**config.mk**
```make
export PLATFORM = sky130hd
export DESIGN_NAME = dsadc_seq
export DESIGN_NICKNAME = d
export VERILOG_FILES = /design/src/rtl/dsadc_pkg.sv /design/src/rtl/dsadc_phase_ctrl.sv /design/src/rtl/dsadc_sw_drv.sv /design/src/rtl/dsadc_result_reg.sv /design/src/rtl/dsadc_seq.sv
export SDC_FILE = /design/constraint.sdc
export NUM_CORES = 1
export LEC_CHECK = 0
export BUFFER_PORTS_ARGS = -buffer_cell sky130_fd_sc_hd__buf_4
export CAP_MARGIN = 20
export CELL_PAD_IN_SITES_DETAIL_PLACEMENT = 1
export CELL_PAD_IN_SITES_GLOBAL_PLACEMENT = 1
export CORE_MARGIN = 2
export CORE_UTILIZATION = 44
export CTS_CLUSTER_DIAMETER = 80
export DETAILED_ROUTE_END_ITERATION = 10
export GPL_ROUTABILITY_DRIVEN = 0
export PLACE_DENSITY = 0.8
export SETUP_SLACK_MARGIN = 0.02
export SLEW_MARGIN = 5
export SYNTH_ARGS = -nofsm -noshare
export SYNTH_HDL_FRONTEND = slang
export SYNTH_HIERARCHICAL = 1
export SYNTH_SLANG_ARGS = --single-unit
```
**constraint.sdc**
```tcl
create_clock -name clk -period 2.5 [get_ports clk]
set_input_delay 0.25 -clock clk [delete_from_list [all_inputs] [get_ports clk]]
set_output_delay 0.25 -clock clk [all_outputs]
set_load 0.02 [all_outputs]
```
**src/rtl/dsadc_pkg.sv**
```systemverilog
package dsadc_pkg;

    typedef enum logic [2:0] {
        PH_IDLE  = 3'd0,
        PH_AZ    = 3'd1,
        PH_INT   = 3'd2,
        PH_DEINT = 3'd3,
        PH_IZ    = 3'd4,
        PH_GAP   = 3'd5
    } phase_e;

    typedef struct packed {
        logic az_loop;
        logic in_common;
        logic ref_chg;
        logic in_conn;
        logic ref_pos;
        logic ref_neg;
        logic int_zero;
    } sw_t;

    function automatic sw_t sw_decode(input phase_e ph, input logic pos_sign);
        sw_t s;
        s = '0;
        case (ph)
            PH_AZ: begin
                s.az_loop   = 1'b1;
                s.in_common = 1'b1;
                s.ref_chg   = 1'b1;
            end
            PH_INT:   s.in_conn  = 1'b1;
            PH_DEINT: begin
                s.ref_neg = pos_sign;
                s.ref_pos = ~pos_sign;
            end
            PH_IZ:    s.int_zero = 1'b1;
            default:  s = '0;
        endcase
        return s;
    endfunction

endpackage

```
**src/rtl/dsadc_phase_ctrl.sv**
```systemverilog
module dsadc_phase_ctrl
    import dsadc_pkg::*;
#(
    parameter int AZ_CYCLES  = 100,
    parameter int INT_CYCLES = 1000,
    parameter int DEINT_MAX  = 2000,
    parameter int IZ_TIMEOUT = 200,
    parameter int RES_W      = $clog2(DEINT_MAX + 1)
) (
    input  logic             clk,
    input  logic             rst_n,
    input  logic             run,
    input  logic             cmp,
    input  logic             int_zero,
    output phase_e           ph_nxt,
    output logic             sign_nxt,
    output logic             sign_cur,
    output logic             done,
    output logic [RES_W-1:0] done_cnt,
    output logic             done_ovr
);

    localparam int MAX_AB = (AZ_CYCLES > INT_CYCLES) ? AZ_CYCLES : INT_CYCLES;
    localparam int MAX_CD = (DEINT_MAX > IZ_TIMEOUT) ? DEINT_MAX : IZ_TIMEOUT;
    localparam int MAXC   = (MAX_AB > MAX_CD) ? MAX_AB : MAX_CD;
    localparam int CNT_W  = $clog2(MAXC + 1);

    localparam logic [CNT_W-1:0] AZ_LAST    = CNT_W'(AZ_CYCLES - 1);
    localparam logic [CNT_W-1:0] INT_LAST   = CNT_W'(INT_CYCLES - 1);
    localparam logic [CNT_W-1:0] DEINT_LAST = CNT_W'(DEINT_MAX - 1);
    localparam logic [CNT_W-1:0] IZ_LAST    = CNT_W'(IZ_TIMEOUT - 1);

    typedef struct packed {
        phase_e           ph;
        phase_e           tgt;
        logic [CNT_W-1:0] cnt;
        logic             sign;
    } ctrl_t;

    ctrl_t s_d, s_q;

    always_comb begin
        s_d      = s_q;
        done     = 1'b0;
        done_cnt = '0;
        done_ovr = 1'b0;
        case (s_q.ph)
            PH_IDLE: begin
                s_d.cnt = '0;
                if (run) s_d.ph = PH_AZ;
            end
            PH_AZ: begin
                if (s_q.cnt == AZ_LAST) begin
                    s_d.ph  = PH_GAP;
                    s_d.tgt = PH_INT;
                    s_d.cnt = '0;
                end else begin
                    s_d.cnt = s_q.cnt + 1'b1;
                end
            end
            PH_INT: begin
                if (s_q.cnt == INT_LAST) begin
                    s_d.sign = cmp;
                    s_d.ph   = PH_GAP;
                    s_d.tgt  = PH_DEINT;
                    s_d.cnt  = '0;
                end else begin
                    s_d.cnt = s_q.cnt + 1'b1;
                end
            end
            PH_DEINT: begin
                if (cmp != s_q.sign) begin
                    done     = 1'b1;
                    done_cnt = RES_W'(s_q.cnt + 1'b1);
                    s_d.ph   = PH_GAP;
                    s_d.tgt  = PH_IZ;
                    s_d.cnt  = '0;
                end else if (s_q.cnt == DEINT_LAST) begin
                    done     = 1'b1;
                    done_ovr = 1'b1;
                    done_cnt = RES_W'(DEINT_MAX);
                    s_d.ph   = PH_GAP;
                    s_d.tgt  = PH_IZ;
                    s_d.cnt  = '0;
                end else begin
                    s_d.cnt = s_q.cnt + 1'b1;
                end
            end
            PH_IZ: begin
                if (int_zero || (s_q.cnt == IZ_LAST)) begin
                    s_d.ph  = PH_GAP;
                    s_d.tgt = PH_AZ;
                    s_d.cnt = '0;
                end else begin
                    s_d.cnt = s_q.cnt + 1'b1;
                end
            end
            PH_GAP: begin
                s_d.cnt = '0;
                if ((s_q.tgt == PH_AZ) && !run) s_d.ph = PH_IDLE;
                else                             s_d.ph = s_q.tgt;
            end
            default: s_d = '0;
        endcase
    end

    always_ff @(posedge clk or negedge rst_n) begin
        if (!rst_n) s_q <= '0;
        else        s_q <= s_d;
    end

    assign ph_nxt   = s_d.ph;
    assign sign_nxt = s_d.sign;
    assign sign_cur = s_q.sign;

    AST_SEQ_INT: assert property (@(posedge clk) disable iff (!rst_n)
        (s_q.ph == PH_GAP && $past(s_q.ph) == PH_AZ) |=> s_q.ph == PH_INT);
    AST_SEQ_DEINT: assert property (@(posedge clk) disable iff (!rst_n)
        (s_q.ph == PH_GAP && $past(s_q.ph) == PH_INT) |=> s_q.ph == PH_DEINT);
    AST_SEQ_IZ: assert property (@(posedge clk) disable iff (!rst_n)
        (s_q.ph == PH_GAP && $past(s_q.ph) == PH_DEINT) |=> s_q.ph == PH_IZ);
    AST_NO_OVERFLOW: assert property (@(posedge clk) disable iff (!rst_n)
        s_q.ph == PH_DEINT |-> s_q.cnt <= DEINT_LAST);
    AST_SIGN_HELD: assert property (@(posedge clk) disable iff (!rst_n)
        (s_q.ph == PH_DEINT && $past(s_q.ph) == PH_DEINT) |-> s_q.sign == $past(s_q.sign));

endmodule

```
**src/rtl/dsadc_sw_drv.sv**
```systemverilog
module dsadc_sw_drv
    import dsadc_pkg::*;
(
    input  logic   clk,
    input  logic   rst_n,
    input  phase_e ph_nxt,
    input  logic   sign_nxt,
    output sw_t    sw
);

    sw_t sw_d, sw_q;

    always_comb begin
        sw_d = sw_decode(ph_nxt, sign_nxt);
    end

    always_ff @(posedge clk or negedge rst_n) begin
        if (!rst_n) sw_q <= '0;
        else        sw_q <= sw_d;
    end

    assign sw = sw_q;

    AST_GAP_BETWEEN: assert property (@(posedge clk) disable iff (!rst_n)
        (sw_q != '0 && $past(sw_q) != '0) |-> sw_q == $past(sw_q));
    AST_REF_EXCL: assert property (@(posedge clk) disable iff (!rst_n)
        !(sw_q.ref_pos && sw_q.ref_neg));
    AST_INPUT_ISOLATED: assert property (@(posedge clk) disable iff (!rst_n)
        sw_q.in_conn |-> !(sw_q.in_common || sw_q.ref_pos || sw_q.ref_neg));

endmodule

```
**src/rtl/dsadc_result_reg.sv**
```systemverilog
module dsadc_result_reg #(
    parameter int DEINT_MAX = 2000,
    parameter int RES_W     = $clog2(DEINT_MAX + 1)
) (
    input  logic             clk,
    input  logic             rst_n,
    input  logic             load,
    input  logic [RES_W-1:0] cnt_in,
    input  logic             sign_in,
    input  logic             ovr_in,
    output logic [RES_W-1:0] result,
    output logic             polarity,
    output logic             overrange,
    output logic             valid
);

    typedef struct packed {
        logic [RES_W-1:0] res;
        logic             sign;
        logic             ovr;
        logic             vld;
    } out_t;

    out_t o_d, o_q;

    always_comb begin
        o_d     = o_q;
        o_d.vld = load;
        if (load) begin
            o_d.res  = cnt_in;
            o_d.sign = sign_in;
            o_d.ovr  = ovr_in;
        end
    end

    always_ff @(posedge clk or negedge rst_n) begin
        if (!rst_n) o_q <= '0;
        else        o_q <= o_d;
    end

    assign result    = o_q.res;
    assign polarity  = o_q.sign;
    assign overrange = o_q.ovr;
    assign valid     = o_q.vld;

    AST_VALID_PULSE: assert property (@(posedge clk) disable iff (!rst_n)
        o_q.vld |=> !o_q.vld);
    AST_OVR_FULL: assert property (@(posedge clk) disable iff (!rst_n)
        (o_q.vld && o_q.ovr) |-> o_q.res == RES_W'(DEINT_MAX));
    AST_HOLD_QUIET: assert property (@(posedge clk) disable iff (!rst_n)
        !o_q.vld |-> $stable(o_q.res));

endmodule

```
**src/rtl/dsadc_seq.sv**
```systemverilog
module dsadc_seq
    import dsadc_pkg::*;
#(
    parameter int AZ_CYCLES  = 100,
    parameter int INT_CYCLES = 1000,
    parameter int DEINT_MAX  = 2000,
    parameter int IZ_TIMEOUT = 200
) (
    input  logic                             clk,
    input  logic                             rst_n,
    input  logic                             run,
    input  logic                             cmp,
    input  logic                             int_zero,
    output logic                             sw_az_loop,
    output logic                             sw_in_common,
    output logic                             sw_ref_chg,
    output logic                             sw_in_conn,
    output logic                             sw_ref_pos,
    output logic                             sw_ref_neg,
    output logic                             sw_int_zero,
    output logic [$clog2(DEINT_MAX+1)-1:0]   result,
    output logic                             polarity,
    output logic                             overrange,
    output logic                             valid
);

    localparam int RES_W = $clog2(DEINT_MAX + 1);

    phase_e           ph_nxt;
    logic             sign_nxt;
    logic             sign_cur;
    logic             done;
    logic [RES_W-1:0] done_cnt;
    logic             done_ovr;
    sw_t              sw;

    dsadc_phase_ctrl #(
        .AZ_CYCLES  (AZ_CYCLES),
        .INT_CYCLES (INT_CYCLES),
        .DEINT_MAX  (DEINT_MAX),
        .IZ_TIMEOUT (IZ_TIMEOUT),
        .RES_W      (RES_W)
    ) u_ctrl (
        .clk      (clk),
        .rst_n    (rst_n),
        .run      (run),
        .cmp      (cmp),
        .int_zero (int_zero),
        .ph_nxt   (ph_nxt),
        .sign_nxt (sign_nxt),
        .sign_cur (sign_cur),
        .done     (done),
        .done_cnt (done_cnt),
        .done_ovr (done_ovr)
    );

    dsadc_sw_drv u_sw (
        .clk      (clk),
        .rst_n    (rst_n),
        .ph_nxt   (ph_nxt),
        .sign_nxt (sign_nxt),
        .sw       (sw)
    );

    dsadc_result_reg #(
        .DEINT_MAX (DEINT_MAX),
        .RES_W     (RES_W)
    ) u_res (
        .clk       (clk),
        .rst_n     (rst_n),
        .load      (done),
        .cnt_in    (done_cnt),
        .sign_in   (sign_cur),
        .ovr_in    (done_ovr),
        .result    (result),
        .polarity  (polarity),
        .overrange (overrange),
        .valid     (valid)
    );

    assign sw_az_loop   = sw.az_loop;
    assign sw_in_common = sw.in_common;
    assign sw_ref_chg   = sw.ref_chg;
    assign sw_in_conn   = sw.in_conn;
    assign sw_ref_pos   = sw.ref_pos;
    assign sw_ref_neg   = sw.ref_neg;
    assign sw_int_zero  = sw.int_zero;

    AST_REF_MATCHES_SIGN: assert property (@(posedge clk) disable iff (!rst_n)
        sw_ref_neg |-> sign_cur);

endmodule

```
Yosys cells after proc, flatten, opt, wreduce, memory -nomap -nowiden. Cells that the tools add are included.

Add/subtract/negate cells: 1. Equal/unequal tests: 19. Multiplexer cells: 28. Bitwise gates (word level): 2. Reduce and logical (&&, ||, !) cells: 7.

Operators by type and width (number): two-way mux 11 bit (7); case mux 11 bit (4 select lines) (1); two-way mux 6 bit (4); case mux 3 bit (6 select lines) (1); two-way mux 17 bit (1); case mux 3 bit (5 select lines) (1); equality test 3 x 2 -> 1 bit, second input constant (4); adder 11 x 1 -> 11 bit, second input constant (1); equality test 11 x 10 -> 1 bit, second input constant (1); equality test 11 bit, second input constant (1); equality test 11 x 7 -> 1 bit, second input constant (1); equality test 11 x 8 -> 1 bit, second input constant (1); equality test 3 x 1 -> 1 bit, second input constant (3); equality test 3 bit, second input constant (3); two-way mux 3 bit (3); two-way mux 1 bit (8); inequality test 2 x 1 -> 1 bit, second input constant (3); AND reduction 5 bit (1); OR reduction 5 bit (1); logical NOT 3 bit (1); inequality test 3 x 1 -> 1 bit, second input constant (1); two-way mux 2 bit (1); inverter 1 bit (2); case mux 1 bit (2 select lines) (1); other kinds (5) (5).

Register bits: 39. Bits of input ports: 5. Output and inout port bits: 21. Word-level logic and storage cells: 72.

Depth between registers and ports, before layout.
Depth after elaboration: 6. Mapped depth: 8. Gate-level depth less buffers: 7.

By module. The synthesis kept the hierarchy.

Modules (own cells, without submodules): dsadc_phase_ctrl (times used 1, cells an instance 127, area each 1122.3 sq um, seq. area each 450.4 sq um); dsadc_result_reg (times used 1, cells an instance 28, area each 545.5 sq um, seq. area each 350.3 sq um); dsadc_sw_drv (times used 1, cells an instance 12, area each 186.4 sq um, seq. area each 125.1 sq um).

Least setup slack after synthesis. Ideal clock, no wire load.

Kind: register -> register. From: register u_ctrl/s_q[1] (netlist bit). To: register u_sw.sw_q (netlist bit u_sw/sw[2]). Setup time: 121 ps. Data arrival time: 1882 ps. Data required time: 2379 ps. Slack: 497 ps. Stages on the path, launching flop included: 9. Path buffers: 1. Clock period less this slack: 2003 ps. Path through: dfrtp_1 > ha_1 > nor3b_2 > nand4_1 > or3_1 > a21oi_1 > a211o_1 > buf_4 > and4bb_2.

RTL lines: start, declared (line dsadc_phase_ctrl.sv:40) `ctrl_t s_d, s_q;`; start signal, assigned (line dsadc_phase_ctrl.sv:108) `if (!rst_n) s_q <= '0;`; start signal, assigned (line dsadc_phase_ctrl.sv:109) `else s_q <= s_d;`; end signal, assigned (line dsadc_sw_drv.sv:19) `else sw_q <= sw_d;`; end, declared (line dsadc_sw_drv.sv:11) `sw_t sw_d, sw_q;`.

==> run metrics <==
status finished clean; worst slew pin tran 0.5895 ns; Final Skew 0.004046 ns; initial drt markers 60; Num CTS Buffers 5; slowest cell on the critical path dfrtp_1; # H-tree levels 2; CP Cell Sequence ha_1, nor3b_2, nand4_1, or3_1, a21oi_1, a211o_1, and4bb_2; Post-Syn Instances 167; Worst setup EP type register; DIE WIDTH 68.92 um; max incr delay on CP 0.41 ns; Area Growth Syn to Fin 16.67%; antenna diode count 0; GRT Resource Usage Total 20.63%; Max FO, Critical Path 6; warnings from Yosys 6; first-pass GRT wire length 7079 um; clock latency on the worst-skew pair 0.29 ns; Leak 0.9797 nW; FF+latch count, synth 37; setup TNS 0 ns; CP Launch Type register; Final HPWL DP 3045 um; Die ar. 4749 sq um; Vias 1,363; Post-synth EDFFs 0; Syn Area/Cell 11.10 sq um; FFs w/ async S/R, synth 100.0%; share of post-route cells with drive strength above 1 31.09%; Die Y 68.92 um; Pwr Density 715.8 nW/um^2; via/cell ratio 5.609; register area share after synthesis 49.93%; Nets 198; fill count 444; Fmax achieved 426.9 MHz; top_reg_cell synth dfrtp_1; Worst Hold Class input port to register; clock-pin slew on the worst setup and hold paths 0.07 ns; vias in the first global route 1,436; largest net degree at the start of global routing 38; Synth Cell Area 1854 sq um; Slew Viols, Final 0; row count 23; crit path kind register to register; grt met2 use 33.17%; final setup vio count 0; DRC violations left 0; dpl ws 0.2247 ns; area of the core 4029 sq um; grt ovf 0; Post-Syn Nets 173; Initial DRT Pass Iterations 4; Final Core Density 53.70%; Worst Path Arrival 2.52 ns; min Tclk post-route 2.343 ns; antenna violations before repair 0; io pins 26; CTS sink cnt 37; Port Buffers 25; Synth cell types 43; final WL 4369 um; Max Root-Sink Buffers 2; relative slew slack 60.57%; max-capacitance violation count 0; Period Utilization, post-route 93.71%; fin worst setup slack 0.1573 ns; clock root buffer clkbuf_8; VDD IR max 338.9 uV; busiest layer in global routing met2; unrepaired setup endpoints after global routing false; met1 usage 26.61%; initial core utilization 46.02%; wire per inst 17.98 um; CP required 2.68 ns; TritonCTS clock tree done; met3 usage 5.519%; Hold Fails Final Rpt 0; antenna-violating nets left 0
layout make-up:
type,count,area (sq um),share of cell area (%)
clock buffers,7,96.34,4.453
clock inverters,1,5.005,0.2313
inverters,5,18.77,0.8676
multi-input cells,114,834.6,38.58
flip-flops and latches,37,925.9,42.80
well taps,50,62.56,2.892
repair buffers,29,220.2,10.18
routing by layer:
| metal | routed length (um) | vias to the layer above | share of wire (%) |
|---|---|---|---|
| li1 | - | 636 | - |
| met1 | 1933 | 691 | 44 |
| met2 | 2191 | 28 | 50 |
| met3 | 162 | 8 | 3.7 |
| met4 | 81 | 0 | 1.9 |
| met5 | 0 | - | 0 |
registers in the layout, summed over array words and instances (netlist names):
register	cells
u_ctrl/s_q	17
u_res/result	11
u_sw/sw	5
u_ctrl/sign_cur	1
u_res/overrange	1
u_res/polarity	1
u_res/valid	1
report_power, final:
group / leakage (nW) / switching, mW / internal, mW
combinational: 0.459 / 0.161 / 0.139
sequential: 0.466 / 0.108 / 0.682
clock: 0.0542 / 0.210 / 0.249
total: 0.980 / 0.479 / 1.07
timing repair:
| action | CTS | global route |
|---|---|---|
| endpoints found under the setup margin | 0 | 3 |
| setup buffers | 0 | 1 |
| hold buffers | 1 | 0 |
| hold endpoints to repair | 37 | 0 |
| resized for setup | 0 | 0 |
critical path, delay by kind of cell, from the launching register on:
| family | cells | cell delay [ns] |
|---|---|---|
| fa+ha+maj | 1 | 0.22 |
| flops | 1 | 0.41 |
| simple gates | 4 | 1.17 |
| compound gates | 2 | 0.43 |
path summary, 6_finish.rpt:
check | cells after the start | end | slack, ns | startpoint
hold / removal | 3 | u_ctrl/sign_cur | 0.29 | cmp
hold reg to reg | 1 | u_res/result[8] | 0.51 | u_res/result[8]
max in group asynchronous | 2 | u_ctrl/sign_cur | 1.71 | rst_n
setup reg to reg | 7 | u_sw/sw[2] | 0.16 | u_ctrl/s_q[1]
min in group asynchronous | 2 | u_res/result[2] | 0.46 | rst_n
setup / recovery | 7 | u_sw/sw[2] | 0.16 | u_ctrl/s_q[1]
synthesized netlist by cell type, types with 2 or more instances:
cell type,instances,area (sq um)
buf_6,2,22.52
xnor2_1,8,70.07
xor2_1,3,26.28
dfrtp_1,37,925.9
buf_2,2,10.01
o21ai_0,7,35.03
and4b_1,3,30.03
nand4_1,2,12.51
a21oi_1,5,25.02
nand2_1,7,26.28
o211ai_1,2,15.01
mux2_4,10,150.1
nor3b_1,4,30.03
nor2b_1,3,18.77
nor2_1,22,82.58
and4bb_2,2,25.02
o21bai_1,2,15.01
buf_4,5,37.54
and3_2,2,15.01
inv_1,5,18.77
nand3_1,6,30.03
mux2_2,3,33.78
nor3_1,5,25.02
logic make-up (layout without fill, tap and decap cells):
logic type / count (synthesis) / in the layout / share of synthesized area, %
AO/OA/AOI/OAI: 24 / 24 / 8.704
multiplexers: 13 / 13 / 9.919
AND/OR/NAND/NOR: 65 / 65 / 20.31
flip-flops: 37 / 37 / 49.93
buffers and inverters: 16 / 42 / 5.263
XOR/XNOR: 11 / 11 / 5.196
adder cells (fa/ha/maj): 1 / 1 / 0.6747
metrics by stage:
stage	instances	cell area (sq um)	hold slack, ns	power [mW]
floorplan	167	1854	-0.04559	0.9923
global placement	233	2044	0.2345	1.064
detailed placement	233	2044	0.2485	1.094
CTS	242	2156	0.2873	1.562
global route	243	2163	0.2982	1.637
finish	243	2163	0.2870	1.549
cell usage in the layout, fill, tap and decap left out, drive strengths merged, types with 2 or more instances in the layout:
cell type and n:
nand4 2, inv 5, nor3b 5, and4b 4, o21bai 2, buf 28, nand3 6, nor3 6
mux2 13, xor2 3, and4bb 2, xnor2 8, o211ai 2, nor2b 3, clkbuf 7, nand2 7
a21oi 5, nor2 22, and3 2, o21ai 7, dfrtp 37
No activity file was read; power rests on OpenSTA's default activity.
